`config.mk`:
```
export PLATFORM = sky130hd
export DESIGN_NAME = keyed_wdog
export DESIGN_NICKNAME = d
export VERILOG_FILES = /design/src/rtl/kwd_pkg.sv /design/src/rtl/kwd_keyseq.sv /design/src/rtl/kwd_span.sv /design/src/rtl/kwd_pulse.sv /design/src/rtl/keyed_wdog.sv
export SDC_FILE = /design/constraint.sdc
export NUM_CORES = 1
export LEC_CHECK = 0
export BUFFER_PORTS_ARGS = -buffer_cell sky130_fd_sc_hd__clkbuf_2
export CELL_PAD_IN_SITES_DETAIL_PLACEMENT = 0
export CELL_PAD_IN_SITES_GLOBAL_PLACEMENT = 2
export CORE_MARGIN = 10
export CORE_UTILIZATION = 38
export DETAILED_ROUTE_END_ITERATION = 12
export PLACE_DENSITY = 0.87
export SYNTH_ARGS = -nofsm -noshare
export SYNTH_HDL_FRONTEND = slang
export SYNTH_SLANG_ARGS = --single-unit
```
`constraint.sdc`:
```
create_clock -name clk -period 3.83 [get_ports clk]
set_clock_uncertainty 0.2 [all_clocks]
set_input_delay 0.383 -clock clk [delete_from_list [all_inputs] [get_ports clk]]
set_output_delay 0.383 -clock clk [all_outputs]
set_load 0.01 [all_outputs]
```
`src/rtl/kwd_pkg.sv`:
```
`timescale 1ns/1ps
package kwd_pkg;
   localparam int KWD_KEY_W = 8;
   localparam logic [KWD_KEY_W-1:0] KWD_KEY_OPEN  = 8'h1E;
   localparam logic [KWD_KEY_W-1:0] KWD_KEY_CLOSE = 8'hE1;

   typedef enum logic {
      KS_IDLE = 1'b0,
      KS_HALF = 1'b1
   } key_st_t;
endpackage

```
`src/rtl/kwd_keyseq.sv`:
```
`timescale 1ns/1ps
module kwd_keyseq
   import kwd_pkg::*;
(
   input  logic                 clk,
   input  logic                 rst_n,
   input  logic                 we,
   input  logic [KWD_KEY_W-1:0] data,
   input  logic                 block,
   output logic                 kick
);
   key_st_t st_q, st_d;

   // Two-step key tracker: any write in the half state ends the attempt.
   always_comb begin
      st_d = st_q;
      kick = 1'b0;
      if (block) begin
         st_d = KS_IDLE;
      end else if (we) begin
         case (st_q)
            KS_IDLE: st_d = (data == KWD_KEY_OPEN) ? KS_HALF : KS_IDLE;
            KS_HALF: begin
               st_d = KS_IDLE;
               kick = (data == KWD_KEY_CLOSE);
            end
            default: st_d = KS_IDLE;
         endcase
      end
   end

   always_ff @(posedge clk or negedge rst_n) begin
      if (!rst_n) st_q <= KS_IDLE;
      else        st_q <= st_d;
   end
endmodule

```
`src/rtl/kwd_span.sv`:
```
`timescale 1ns/1ps
module kwd_span #(
   parameter int BASE_W = 14,
   parameter int PRE_W  = 3
) (
   input  logic             clk,
   input  logic             rst_n,
   input  logic             kick,
   input  logic             mc_en,
   input  logic             pre_we,
   input  logic [PRE_W-1:0] pre_data,
   output logic             armed,
   output logic             fire
);
   localparam int EXT_W = (1 << PRE_W) - 1;
   localparam int CW    = BASE_W + EXT_W;

   logic [PRE_W-1:0] pre_q;
   logic [CW-1:0]    cnt_q;
   logic [CW-1:0]    lim;
   logic             armed_q;

   // Limit mask 2^(BASE_W+S)-1, one comparator per counter bit.
   for (genvar g = 0; g < CW; g++) begin : g_lim
      assign lim[g] = (g < (BASE_W + int'(pre_q)));
   end

   assign fire  = armed_q && mc_en && !kick && (cnt_q >= (lim - CW'(1)));
   assign armed = armed_q;

   always_ff @(posedge clk or negedge rst_n) begin
      if (!rst_n) pre_q <= '0;
      else if (pre_we) pre_q <= pre_data;
   end

   always_ff @(posedge clk or negedge rst_n) begin
      if (!rst_n) begin
         cnt_q   <= '0;
         armed_q <= 1'b0;
      end else if (kick) begin
         cnt_q   <= '0;
         armed_q <= 1'b1;
      end else if (fire) begin
         cnt_q   <= '0;
         armed_q <= 1'b0;
      end else if (armed_q && mc_en) begin
         cnt_q   <= cnt_q + CW'(1);
      end
   end
endmodule

```
`src/rtl/kwd_pulse.sv`:
```
`timescale 1ns/1ps
module kwd_pulse #(
   parameter int PULSE_X1 = 192,
   parameter int PULSE_X2 = 96
) (
   input  logic clk,
   input  logic rst_n,
   input  logic fire,
   input  logic x2_mode,
   output logic active
);
   localparam int PMAX = (PULSE_X1 > PULSE_X2) ? PULSE_X1 : PULSE_X2;
   localparam int PCW  = $clog2(PMAX + 1);

   logic [PCW-1:0] left_q;

   always_ff @(posedge clk or negedge rst_n) begin
      if (!rst_n) begin
         active <= 1'b0;
         left_q <= '0;
      end else if (fire) begin
         active <= 1'b1;
         left_q <= x2_mode ? PCW'(PULSE_X2 - 1) : PCW'(PULSE_X1 - 1);
      end else if (active) begin
         if (left_q == '0) active <= 1'b0;
         else              left_q <= left_q - PCW'(1);
      end
   end
endmodule

```
`src/rtl/keyed_wdog.sv`:
```
`timescale 1ns/1ps
module keyed_wdog
   import kwd_pkg::*;
#(
   parameter int BASE_W   = 14,
   parameter int PRE_W    = 3,
   parameter int PULSE_X1 = 192,
   parameter int PULSE_X2 = 96
) (
   input  logic                 clk,
   input  logic                 rst_n,
   input  logic                 mc_en,
   input  logic                 x2_mode,
   input  logic                 svc_we,
   input  logic [KWD_KEY_W-1:0] svc_data,
   input  logic                 pre_we,
   input  logic [PRE_W-1:0]     pre_data,
   output logic                 rst_pulse,
   output logic                 armed
);
   if (BASE_W < 2) begin : g_chk_base
      $error("keyed_wdog: BASE_W must be at least 2");
   end
   if (PRE_W < 1 || PRE_W > 4) begin : g_chk_pre
      $error("keyed_wdog: PRE_W must lie in 1..4");
   end
   if (PULSE_X1 < 1 || PULSE_X2 < 1) begin : g_chk_pulse
      $error("keyed_wdog: pulse lengths must be positive");
   end

   logic kick;
   logic fire;

   kwd_keyseq u_key (
      .clk   (clk),
      .rst_n (rst_n),
      .we    (svc_we),
      .data  (svc_data),
      .block (rst_pulse),
      .kick  (kick)
   );

   kwd_span #(.BASE_W(BASE_W), .PRE_W(PRE_W)) u_span (
      .clk      (clk),
      .rst_n    (rst_n),
      .kick     (kick),
      .mc_en    (mc_en),
      .pre_we   (pre_we),
      .pre_data (pre_data),
      .armed    (armed),
      .fire     (fire)
   );

   kwd_pulse #(.PULSE_X1(PULSE_X1), .PULSE_X2(PULSE_X2)) u_pulse (
      .clk     (clk),
      .rst_n   (rst_n),
      .fire    (fire),
      .x2_mode (x2_mode),
      .active  (rst_pulse)
   );
endmodule

```
==> results.py <==
metrics = {
    "sta": {
        "setup_slack_ns": 0.5466,
        "rsz0062_at_grt": "false",
        "worstMarginPinSlew_ns": 0.9444,
        "final-setup-viol-count": 0,
        "timing.final.crit_share": 0.8573,
        "fmax_mhz": 304.6,
        "drv_slew": 0,
        "min_period_ns": 3.283,
        "setup_tns_ns": 0,
        "slew_headroom": 0.3704,
        "finalHoldViolCount": 0,
    },
    "floorplan": {
        "chipHeight_um": 99.82,
        "io-pin-count": 19,
        "dieWidth_um": 99.82,
        "core_area_mm2": 0.006277,
        "rows": 29,
        "initial_core_util": 0.3857,
        "dieArea_mm2": 0.009964,
    },
    "clock_network": {
        "ctsHoldBuffers": 0,
        "cts_sinks": 35,
        "cts_resized": 0,
        "clkSlewWorstSetupHoldPaths_ns": 0.08,
        "insertion_delay_ns": 0.29,
        "cts_setup_buffers": 0,
        "cts_tree": "yes",
        "cts_inserted_buffers": 5,
        "htreeDepth": 2,
        "cts_root_buffer": "clkbuf_8",
        "clockBufferDepth": 2,
    },
    "global_route": {
        "grt_start_max_net_pins": 36,
        "gr-total-overflow": 0,
        "grt_pass1_wl_mm": 9.287,
        "grt_usage": 0.1116,
        "antenna_found_initial": 0,
        "grt_pass1_vias": 1984,
    },
    "synthesis": {
        "syn_area_mm2": 0.002421,
        "async_flop_share": 1.000,
        "yosysUniqueCellTypes": 52,
        "synth_edf_count": 0,
        "syn_inst": 257,
        "synth_flop_cell": "dfrtp_1",
        "yosysWarnings": 0,
        "synth.avg_cell_area_um2": 9.421,
        "synth_seq_area_share": 0.3618,
        "synth_seq_cells": 35,
    },
    "critical_path": {
        "crit_chain": "inv_1, ha_1, nor2b_1, ha_1, a21oi_1, o221ai_1, o21ai_0, a311o_1, mux2_2",
        "critPathLaunchType": "flop",
        "critPathSlowestCell": "a311o_1",
        "crit_path_end_kind": "flop",
        "cp.arrival_ns": 3.26,
        "cpPeakStageDelay_ns": 0.52,
        "worst_path_most_repeated_cell": "ha_1",
        "worst_ep_required_time_ns": 3.80,
        "cp_max_fo": 10,
        "worstSetupPathType": "flop to flop",
    },
    "pwr": {
        "vdd_drop_max_mv": 0.1262,
        "power.density_mw_per_mm2": 274.5,
        "leakage_nw": 1.194,
    },
    "place": {
        "hpwl_mm": 4.031,
        "dp_cells": 354,
        "pre_cts_slack_ns": 0.5727,
        "gp_routability_congestion": 0.8196,
        "port_buffers": 18,
    },
    "final_layout": {
        "synthToLayoutAreaGrowth_pct": 11.63,
        "nNetsFinal": 329,
        "finalNonFillerCells": 362,
        "diodes": 0,
        "layout-drive-gt1-share": 0.1333,
    },
    "detailed_routing": {
        "wirelength_mm": 5.274,
        "via_count": 1929,
        "ant_nets": 0,
        "drt_pass1_iterations": 4,
        "drt-vias-per-instance": 5.329,
        "drcViolationCount": 0,
        "drtIter0Drc": 71,
        "post_drt_wl_per_cell_um": 14.57,
    },
    "status": {
        "outcome": "finished, final reports clean",
    },
    "worst_hold_path": {
        "worstHoldPathType": "primary input to asynchronous set/reset pin",
    },
    "job": {
        "cap_violations": 0,
    },
}
-- critical path, delay by kind of cell, from the launching register on --
family                   cells  cell delay (ns)
AO/OA/AOI/OAI                4             1.17
buffers and inverters        1             0.15
AND/OR/NAND/NOR              1             0.24
adder cells (fa/ha/maj)      2             0.60
flip-flops                   1             0.43
multiplexers                 1             0.38
-- per-layer routing --
metal  vias to the layer above  wire length, um  share of wire  global-route usage
met5                         -                0              0                   0
met4                         0               61          0.012             0.03969
met3                         5              149          0.028             0.02404
met2                        18             2541           0.48              0.1901
met1                       920             2522           0.48              0.1350
li1                        986                -              -                   -
-- per-stage QoR --
stage	instance area, um2	hold WS, ns	power [mW]	utilization
floorplan	2444	-0.1126	0.4237	-
global placement	2599	0.3197	0.4525	0.4140
detailed placement	2599	0.3211	0.4533	0.4140
CTS	2703	0.04055	0.7548	0.4305
global route	2703	0.06740	0.7820	0.4305
finish	2703	0.01139	0.7420	0.4305
-- power by group --
group	switching, mW	internal (mW)
combinational	0.0406	0.0291
sequential	0.00326	0.372
clock	0.133	0.164
total	0.177	0.565
-- kinds of logic (layout without fill, tap and decap cells) --
kind of cell    count (synthesis)  count (layout)  synth area share
simple gates                  116             116            0.2656
compound gates                 40              40            0.1075
flops                          35              35            0.3618
fa+ha+maj                      28              28            0.1447
xor+xnor                       19              19           0.06873
buf+inv                        13              35           0.02842
mux                             5               5           0.02171
other cells                     1               7          0.001549
-- area by class of cell --
cell class              count  area, um2
clock buffers               7      96.34
clock inverters             1      7.507
fillers                   629       3575
inverters                   8      30.03
multi-input cells         215       1499
flip-flops and latches     35      875.8
well taps                  77      96.34
repair buffers             19      97.59
-- path summary, 6_finish.rpt --
| kind | depth (start not counted) | to | slack [ns] | from |
|---|---|---|---|---|
| setup / recovery | 9 | u_pulse.left_q[6] | 0.55 | u_span.pre_q[1] |
| max in group asynchronous | 1 | u_span.cnt_q[10] | 2.86 | rst_n |
| hold / removal | 1 | u_span.pre_q[1] | 0.01 | rst_n |
| min in group clk | 2 | u_span.armed | 0.10 | mc_en |
| setup reg to reg | 9 | u_pulse.left_q[6] | 0.55 | u_span.pre_q[1] |
| hold reg to reg | 2 | u_span.cnt_q[1] | 0.34 | u_span.cnt_q[1] |
-- cell usage in the layout (no fill, tap or decap), drive strengths merged, types with 4 or more instances in the layout --
cell type / instances
nor2: 24
nor3: 10
dfrtp: 35
nand4: 6
clkbuf: 25
and2: 4
nand3: 11
conb: 7
ha: 28
a21oi: 14
nand2: 24
inv: 8
nor4: 12
xnor2: 16
o21ai: 9
-- sequential cells by signal, summed over array words and instances, names as in the netlist --
name and cells:
u_span.cnt_q 21, u_pulse.left_q 8, u_span.pre_q 3, u_key.st_q 1, u_pulse.active 1, u_span.armed 1
-- cells in the mapped netlist, types with 4 or more instances --
cell	n	area (um2)
nor3_1	9	45.04
nand2_1	24	90.09
nand3_1	11	55.05
nand4_1	6	37.54
nor4_1	12	75.07
xnor2_1	16	140.1
o21ai_0	9	45.04
dfrtp_1	35	875.8
a21oi_1	13	65.06
inv_1	8	30.03
ha_1	28	350.3
nor2_1	24	90.09
and2_1	4	25.02
(Power assumes the default switching activity.)
